===== config.mk =====
export PLATFORM = sky130hd
export DESIGN_NAME = bmf_frontend
export DESIGN_NICKNAME = d
export VERILOG_FILES = /design/src/rtl/bmf_pkg.sv /design/src/rtl/bmf_seq.sv /design/src/rtl/bmf_addr_stage.sv /design/src/rtl/bmf_data_stage.sv /design/src/rtl/bmf_frontend.sv
export SDC_FILE = /design/constraint.sdc
export NUM_CORES = 1
export LEC_CHECK = 0
export ABC_AREA = 1
export CORE_MARGIN = 4
export CORE_UTILIZATION = 42
export CTS_BUF_LIST = sky130_fd_sc_hd__clkbuf_2 sky130_fd_sc_hd__clkbuf_4 sky130_fd_sc_hd__clkbuf_8
export CTS_CLUSTER_DIAMETER = 50
export DETAILED_ROUTE_END_ITERATION = 6
export PLACE_DENSITY = 0.82
export SLEW_MARGIN = 20
export SYNTH_ARGS = -nofsm -noshare
export SYNTH_HDL_FRONTEND = slang
export SYNTH_SLANG_ARGS = --single-unit

===== constraint.sdc =====
create_clock -name clk -period 1.6 [get_ports clk]
set_input_delay 0.24 -clock clk [delete_from_list [all_inputs] [get_ports clk]]
set_output_delay 0.24 -clock clk [all_outputs]
set_load 0.01 [all_outputs]

===== src/rtl/bmf_pkg.sv =====
// Shared types for the bus master front-end.
package bmf_pkg;
    // Transfer type codes driven on the bus.
    typedef enum logic [1:0] {
        TR_IDLE   = 2'b00,
        TR_BUSY   = 2'b01,
        TR_NONSEQ = 2'b10,
        TR_SEQ    = 2'b11
    } trans_e;
endpackage


===== src/rtl/bmf_seq.sv =====
// Sequence tracker: decides whether the beat being taken opens a sequence
// and whether it closes one, using the last marker or a beat count.
// Assumes take is only asserted in a cycle where the bus accepts a beat.
module bmf_seq #(
    parameter int LW = 5
) (
    input  logic          clk,
    input  logic          rst_n,
    input  logic          take,
    input  logic          last_in,
    input  logic [LW-1:0] len_in,
    output logic          first_beat
);
    logic          in_seq_q;
    logic          len_def_q;
    logic [LW-1:0] rem_q;
    logic          len_def_now;
    logic [LW-1:0] rem_now;
    logic          closes;

    // Pick the count source: fresh from the port on a first beat, stored otherwise.
    always_comb begin
        len_def_now = in_seq_q ? len_def_q : (len_in != '0);
        rem_now     = in_seq_q ? rem_q : len_in;
        closes      = last_in || (len_def_now && (rem_now == LW'(1)));
        first_beat  = !in_seq_q;
    end

    // Advance the sequence state on every accepted beat.
    always_ff @(posedge clk) begin
        if (!rst_n) begin
            in_seq_q  <= 1'b0;
            len_def_q <= 1'b0;
            rem_q     <= '0;
        end else if (take) begin
            if (closes) begin
                in_seq_q <= 1'b0;
            end else begin
                in_seq_q  <= 1'b1;
                len_def_q <= len_def_now;
                rem_q     <= len_def_now ? rem_now - LW'(1) : rem_q;
            end
        end
    end

    assert_last_closes_R7: assert property (@(posedge clk) disable iff (!rst_n)
        (take && last_in) |=> first_beat);

    assert_count_live_R8: assert property (@(posedge clk) disable iff (!rst_n)
        (!first_beat && len_def_q) |-> (rem_q != '0));
endmodule


===== src/rtl/bmf_addr_stage.sv =====
// Address stage: registers address, direction and transfer type for the bus.
// Holds everything while ready is low. Drives IDLE when a ready cycle
// passes without a taken beat.
module bmf_addr_stage
    import bmf_pkg::*;
#(
    parameter int AW = 16
) (
    input  logic          clk,
    input  logic          rst_n,
    input  logic          ready,
    input  logic          take,
    input  logic          first_beat,
    input  logic [AW-1:0] addr_in,
    input  logic          write_in,
    output logic [AW-1:0] bus_addr,
    output logic          bus_write,
    output trans_e        bus_trans
);
    // Load a new address phase on each taken beat, otherwise go idle when ready.
    always_ff @(posedge clk) begin
        if (!rst_n) begin
            bus_addr  <= '0;
            bus_write <= 1'b0;
            bus_trans <= TR_IDLE;
        end else if (ready) begin
            if (take) begin
                bus_addr  <= addr_in;
                bus_write <= write_in;
                bus_trans <= first_beat ? TR_NONSEQ : TR_SEQ;
            end else begin
                bus_trans <= TR_IDLE;
            end
        end
    end

    assert_addr_loaded_R2: assert property (@(posedge clk) disable iff (!rst_n)
        take |=> (bus_addr == $past(addr_in)) && (bus_write == $past(write_in)));

    assert_first_nonseq_R5: assert property (@(posedge clk) disable iff (!rst_n)
        (take && first_beat) |=> (bus_trans == TR_NONSEQ));

    assert_follow_seq_R5: assert property (@(posedge clk) disable iff (!rst_n)
        (take && !first_beat) |=> (bus_trans == TR_SEQ));

    assert_idle_no_take_R6: assert property (@(posedge clk) disable iff (!rst_n)
        (ready && !take) |=> (bus_trans == TR_IDLE));

    assert_addr_hold_R9: assert property (@(posedge clk) disable iff (!rst_n)
        !ready |=> $stable(bus_addr) && $stable(bus_write) && $stable(bus_trans));
endmodule


===== src/rtl/bmf_data_stage.sv =====
// Data stage: stages local write data presented the cycle after a write
// strobe, moves it onto the bus when the address phase completes, and
// tracks the data phase to flag valid read data.
// Assumes at most one write beat awaits its data phase at a time.
module bmf_data_stage
    import bmf_pkg::*;
#(
    parameter int DW = 32
) (
    input  logic          clk,
    input  logic          rst_n,
    input  logic          ready,
    input  logic          wtake,
    input  logic [DW-1:0] wdata_in,
    input  trans_e        addr_trans,
    input  logic          addr_write,
    input  logic [DW-1:0] bus_rdata,
    output logic [DW-1:0] bus_wdata,
    output logic          rdata_strobe,
    output logic [DW-1:0] loc_rdata
);
    logic          wtake_d;
    logic [DW-1:0] wstage_q;
    logic [DW-1:0] wsel;
    logic          addr_active;
    logic          dph_valid_q;
    logic          dph_write_q;

    // Choose the live local data in the cycle after the strobe, staged data later.
    always_comb begin
        wsel        = wtake_d ? wdata_in : wstage_q;
        addr_active = (addr_trans == TR_NONSEQ) || (addr_trans == TR_SEQ);
    end

    // Remember that write data is due from the local side this cycle.
    always_ff @(posedge clk) begin
        if (!rst_n) wtake_d <= 1'b0;
        else        wtake_d <= wtake;
    end

    // Capture the local write data in case the address phase is stretched.
    always_ff @(posedge clk) begin
        if (!rst_n)       wstage_q <= '0;
        else if (wtake_d) wstage_q <= wdata_in;
    end

    // Start a data phase when an active address phase completes.
    always_ff @(posedge clk) begin
        if (!rst_n) begin
            dph_valid_q <= 1'b0;
            dph_write_q <= 1'b0;
            bus_wdata   <= '0;
        end else if (ready) begin
            dph_valid_q <= addr_active;
            dph_write_q <= addr_write;
            if (addr_active && addr_write) bus_wdata <= wsel;
        end
    end

    // Flag read data in a completing read data phase.
    always_comb begin
        rdata_strobe = ready && dph_valid_q && !dph_write_q;
        loc_rdata    = bus_rdata;
    end

    assert_wdata_next_R3: assert property (@(posedge clk) disable iff (!rst_n)
        (wtake_d && ready && addr_active && addr_write) |=> (bus_wdata == $past(wdata_in)));

    assert_read_phase_R4: assert property (@(posedge clk) disable iff (!rst_n)
        (ready && addr_active && !addr_write) |=> (rdata_strobe == ready));

    assert_wdata_hold_R9: assert property (@(posedge clk) disable iff (!rst_n)
        !ready |=> $stable(bus_wdata));
endmodule


===== src/rtl/bmf_frontend.sv =====
// Bus master front-end: turns a local valid/beat interface into a
// pipelined bus master. Address strobe = grant & ready & valid, write strobe
// adds the direction, read strobe marks completing read data phases.
// Assumes the local side holds a beat until its address strobe and shows
// write data exactly in the cycle after the write strobe.
module bmf_frontend
    import bmf_pkg::*;
#(
    parameter int AW = 16,
    parameter int DW = 32,
    parameter int LW = 5
) (
    input  logic          clk,
    input  logic          rst_n,
    input  logic          loc_valid,
    input  logic          loc_write,
    input  logic [AW-1:0] loc_addr,
    input  logic [DW-1:0] loc_wdata,
    input  logic [LW-1:0] loc_len,
    input  logic          loc_last,
    output logic [DW-1:0] loc_rdata,
    output logic          take_addr,
    output logic          take_wdata,
    output logic          rdata_strobe,
    output logic          bus_req,
    input  logic          bus_grant,
    input  logic          bus_ready,
    output logic [AW-1:0] bus_addr,
    output logic          bus_write,
    output logic [1:0]    bus_trans,
    output logic [DW-1:0] bus_wdata,
    input  logic [DW-1:0] bus_rdata
);
    logic   first_beat;
    trans_e trans_q;

    // Request and handshake strobes.
    always_comb begin
        bus_req    = loc_valid;
        take_addr  = bus_grant && bus_ready && loc_valid;
        take_wdata = take_addr && loc_write;
        bus_trans  = trans_q;
    end

    bmf_seq #(.LW(LW)) u_seq (
        .clk        (clk),
        .rst_n      (rst_n),
        .take       (take_addr),
        .last_in    (loc_last),
        .len_in     (loc_len),
        .first_beat (first_beat)
    );

    bmf_addr_stage #(.AW(AW)) u_addr (
        .clk        (clk),
        .rst_n      (rst_n),
        .ready      (bus_ready),
        .take       (take_addr),
        .first_beat (first_beat),
        .addr_in    (loc_addr),
        .write_in   (loc_write),
        .bus_addr   (bus_addr),
        .bus_write  (bus_write),
        .bus_trans  (trans_q)
    );

    bmf_data_stage #(.DW(DW)) u_data (
        .clk          (clk),
        .rst_n        (rst_n),
        .ready        (bus_ready),
        .wtake        (take_wdata),
        .wdata_in     (loc_wdata),
        .addr_trans   (trans_q),
        .addr_write   (bus_write),
        .bus_rdata    (bus_rdata),
        .bus_wdata    (bus_wdata),
        .rdata_strobe (rdata_strobe),
        .loc_rdata    (loc_rdata)
    );

    assert_no_take_without_grant_R10: assert property (@(posedge clk) disable iff (!rst_n)
        (!bus_grant && loc_valid) |=> ($past(bus_ready) ? (bus_trans == 2'b00) : $stable(bus_trans)));
endmodule


==> results of run 1 <==
## where the power goes
part	switching [mW]	total, mW	internal, mW
logic	0.191	0.446	0.256
clock network	0.799	1.37	0.572
registers	0.0187	2.37	2.35
## final timing paths
path	start	endpoint
max	loc_valid	bus_req
min	bus_ready	u_data.dph_write_q
max reg2reg	u_seq.in_seq_q	u_seq.rem_q[0]
min reg2reg	u_addr.bus_addr[11]	u_addr.bus_addr[11]
## routing by layer
metal	vias to the layer above	part of all wire (%)	track usage [%]
met3	12	10	5.62
met4	0	1.1	5.88
met5	-	0	0
met2	94	49	26.8
li1	1540	-	-
met1	1397	40	17.9
## kinds of logic after synthesis
group | synth area share (%)
and+or+nand+nor | 14.8
AOI/OAI and AO/OA | 14.6
DFF | 49.4
buffers and inverters | 11.9
muxes | 8.49
adders and majority gates | 0.663
xor gates and xnor gates | 0.232
## synth_stat cells (all sizes together)
library cell  instances
dfxtp                93
nand2                73
a21oi                56
nor2                 52
buf                  49
mux2i                32
o21a                 32
inv                  18
clkbuf                8
nand3                 7
o21ai                 5
clkinv                2
ha                    2
nand4                 1
or2                   1
xor2                  1
## area by class of cell
class,instances,area [µm²]
fill,748,3650
sequential,93,1870
multi-input combinational,262,1480
timing repair buffer,133,1330
tap,108,135
clock buffer,9,124
inverter,20,75.1
clock inverter,6,48.8
## registers in the layout, indices dropped and copies added (netlist names)
signal,flops
u_addr.bus_write,1
u_data.wtake_d,1
u_data.bus_wdata,32
u_data.wstage_q,32
u_seq.in_seq_q,1
u_addr.bus_trans,2
u_seq.len_def_q,1
u_data.dph_write_q,1
u_addr.bus_addr,16
u_seq.rem_q,5
u_data.dph_valid_q,1
## through the flow
stage	instances	instance area [µm²]	util, %
final	631	5070	58.1
after global routing	631	5070	58.1
after CTS	631	5050	57.9
after detailed placement	615	4860	55.8
after global placement	615	4860	55.8
after floorplan	432	3770	-
## timing repair
item,CTS,global route
endpoints found under the setup margin,8,9
buffers inserted,1,0
pin swaps,1,0
hold endpoints to repair,0,0
resized for setup,8,8
==> metrics.txt, run 1 <==
status=complete, no violations; Die Y=roughly 100 µm; post-synth top area share=49.4%; Pwr Density=826 mW/mm²; clock-pin slew of the registers on the worst-case setup and hold paths=80 ps; synthesized area=0.00377 mm²; Max-Cap Viols=0; Worst slew margin=about 78%; vias in the first global route=2,931; Total GRT Usage=between 15 and 20%; DR WL/cell=approximately 13 µm; Mean Syn Cell Area=8.73 µm²; antenna violations before repair=0; CTS root buf=clkbuf_8; Static Leak=1.97 nW; Worst-Margin Slew=about 340 ps; max-slew violation count=0; worst min-delay path category=input pin to flop; 1st-iter DRT viols=62; RSZ-0062 raised after global routing=true; Max Freq=0.657 GHz; PnR worst setup slack=77.4 ps; Worst-Skew Late Latency=340 ps; # IOs=179; Net Count, Synth=526; full die area=0.0106 mm²; Port Buf Inserts=114; slowest cell on the critical path=clkdlybuf4s50_1; Seq cells post-synth=93; Overall Power=between 4 and 5 mW; CTS tree=built; Min Hold Slack=359 ps; WHS Path Cells=4; Routed WL=8380 µm; ratio of cells with drive above 1 in the final layout=11.3%; distinct cell type count after synthesis=26; setup TNS=0 ps; R2R cell count=9; core box area=0.00872 mm²; largest cells by area after synthesis=dfxtp_1 49%, mux2i_1 8.5%, a21oi_1 7.3%, buf_4 7.2%, nand2_1 6.6%; Rows=34; H-tree depth=3; antenna viol nets, final=0; crit path DAT=1280 ps; Levels on crit path=2; DP HPWL=between 6000 and 7000 µm; Antenna Cells=0; Worst Clk Skew=9.25 ps; commonest non-fill, non-tap cells in the layout=108 x clkdlybuf4s50_1, 91 x dfxtp_1, 66 x nand2_1, 55 x a21oi_1, 46 x nor2_1; largest net degree at the start of global routing=between 40 and 50; Critical Path RT=around 1400 ps; worst setup path class=input pin to primary output; most common cell after layout, fill and taps aside=clkdlybuf4s50_1; drt first pass iters=4; Tcrit/Tclk final=95.2%; cts bufs inserted=9; Startpoint Class=input pin; DP Worst Slack=-361 ps; crit path cell chain=clkdlybuf4s50_1 > clkdlybuf4s50_1; DR DRC count=0; Synth Instances=432; routability cong.=0.733; die width=103 µm; grt total ovfl=0; clk sink count=93; via count=3,043; Vias/cell=slightly below 5; minimum clock period=1520 ps; setup violators final=0; Area Growth Syn to Fin=34.3%; global-route wire length before repair=13,100 µm; CP most frequent cell=clkdlybuf4s50_1; sequential fraction of the synthesis area=about half; Yosys top cell by area=dfxtp_1; crit end category=primary output; Worst Path Buf+Inv=2; crit-path max FO=2; delay-heaviest family, CP=buffers and inverters; Worst path max stage delay=550 ps; hold buffers post-CTS=0; YS warnings=0; Final Hold Vio Count=0; CTS Buffer Depth=2; nets@finish=613; worst vdd ir=around 430 µV; flop-to-flop setup slack=100 ps; Initial Util=43.3%
(Power assumes the default switching activity.)
==> run 2, diff against run 1 <==
MAX_ROUTING_LAYER = met4   (was unset)
==> metrics.txt, run 2 (synthesis gave the netlist of run 1 again) <==
Port Buf Inserts=114; 1st-iter DRT viols=between 60 and 70; commonest non-fill, non-tap cells in the layout=108 x clkdlybuf4s50_1, 91 x dfxtp_1, 66 x nand2_1, 55 x a21oi_1, 46 x nor2_1; CP most frequent cell=clkdlybuf4s50_1; Vias/cell=between 4 and 5; DP HPWL=6330 µm; Antenna Cells=0; Overall Power=~4.2 mW; setup violators final=0; via count=3,046; global-route wire length before repair=approximately 13,000 µm; Tcrit/Tclk final=95.2%; Worst Clk Skew=9.95 ps; Min Hold Slack=356 ps; CTS root buf=clkbuf_8; crit path cell chain=clkdlybuf4s50_1 > clkdlybuf4s50_1; Max Freq=0.657 GHz; Static Leak=1.97 nW; die width=a little over 100 µm; Routed WL=8390 µm; largest net degree at the start of global routing=46; core box area=0.00872 mm²; Initial Util=43.3%; most common cell after layout, fill and taps aside=clkdlybuf4s50_1; nets@finish=613; # IOs=179; H-tree depth=3; drt first pass iters=4; clock-pin slew of the registers on the worst-case setup and hold paths=approximately 80 ps; Worst path max stage delay=550 ps; Area Growth Syn to Fin=34.3%; worst min-delay path category=input pin to flop; status=complete, no violations; CTS Buffer Depth=2; minimum clock period=1520 ps; cts bufs inserted=9; delay-heaviest family, CP=buffers and inverters; Pwr Density=827 mW/mm²; PnR worst setup slack=77.4 ps; Fill cells=approximately 750; crit-path max FO=2; Die Y=103 µm; ratio of cells with drive above 1 in the final layout=11.3%; DR WL/cell=13.3 µm; worst setup path class=input pin to primary output; RSZ-0062 raised after global routing=true; Rows=34; Final Hold Vio Count=0; Total GRT Usage=about 16%; max-slew violation count=0; antenna viol nets, final=0; antenna violations before repair=0; Max-Cap Viols=0; crit path DAT=1280 ps; crit end category=primary output; worst vdd ir=426 µV; Worst Path Buf+Inv=2; DR DRC count=0; hold buffers post-CTS=0; Placed Cells incl. Taps=615; Worst-Skew Late Latency=340 ps; Worst slew margin=77.7%; CTS tree=built; Startpoint Class=input pin; slowest cell on the critical path=clkdlybuf4s50_1; clk sink count=between 90 and 100; Worst-Margin Slew=335 ps; Finished Layout Cells=approximately 630; routability cong.=0.742; DP Worst Slack=-361 ps; register area=0.00187 mm²; vias in the first global route=2,930; full die area=0.0106 mm²; Critical Path RT=1360 ps; footprint of the multi-input gates=0.00148 mm²; grt total ovfl=0; largest registers=u_data.bus_wdata: 32 flops, u_data.wstage_q: 32 flops, u_addr.bus_addr: 16 flops
run 2: per-layer routing:
| metal | up-vias | GRT usage, % | routed length [µm] |
|---|---|---|---|
| met5 | - | - | 0 |
| met1 | 1393 | 18.0 | 3360 |
| met2 | 103 | 26.7 | 4120 |
| met3 | 10 | 5.48 | 862 |
| met4 | 0 | 5.88 | 52 |
| li1 | 1540 | - | - |
run 2: final timing paths:
kind,from,end,slack (ps),cells after the start
hold reg to reg,u_addr.bus_addr[11],u_addr.bus_addr[11],470,2
hold / removal,bus_ready,u_data.dph_write_q,360,4
setup / recovery,loc_valid,bus_req,80,2
setup reg to reg,u_seq.in_seq_q,u_seq.rem_q[0],100,9
run 2: metrics by stage:
step / util, % / instance area (µm²) / setup TNS (ps)
after global placement: 55.8 / 4860 / -2550
final: 58.1 / 5070 / 0
after floorplan: - / 3770 / 0
after global routing: 58.1 / 5070 / -149
after detailed placement: 55.8 / 4860 / -2780
after CTS: 57.9 / 5050 / -2.04
run 2: power by group:
group	leakage [nW]	switching, mW	internal (mW)
Sequential	0.753	0.0188	2.35
Combinational	1.14	0.191	0.256
Clock	0.0836	0.802	0.572
run 2: timing repair:
action | 4_1_cts | 5_1_grt
gates resized for setup | 8 | 8
gates cloned | 0 | 0
endpoints found under the setup margin | 8 | 9
pin swaps | 1 | 0
buffers inserted | 1 | 0
endpoints found under the hold margin | 0 | 0
run 2: cell type report:
class	count	area share [%]
clock buffer	9	2.45
sequential	93	36.8
clock inverter	6	0.963
tap	108	2.67
multi-input combinational	262	29.3
timing repair buffer	133	26.3
inverter	20	1.48
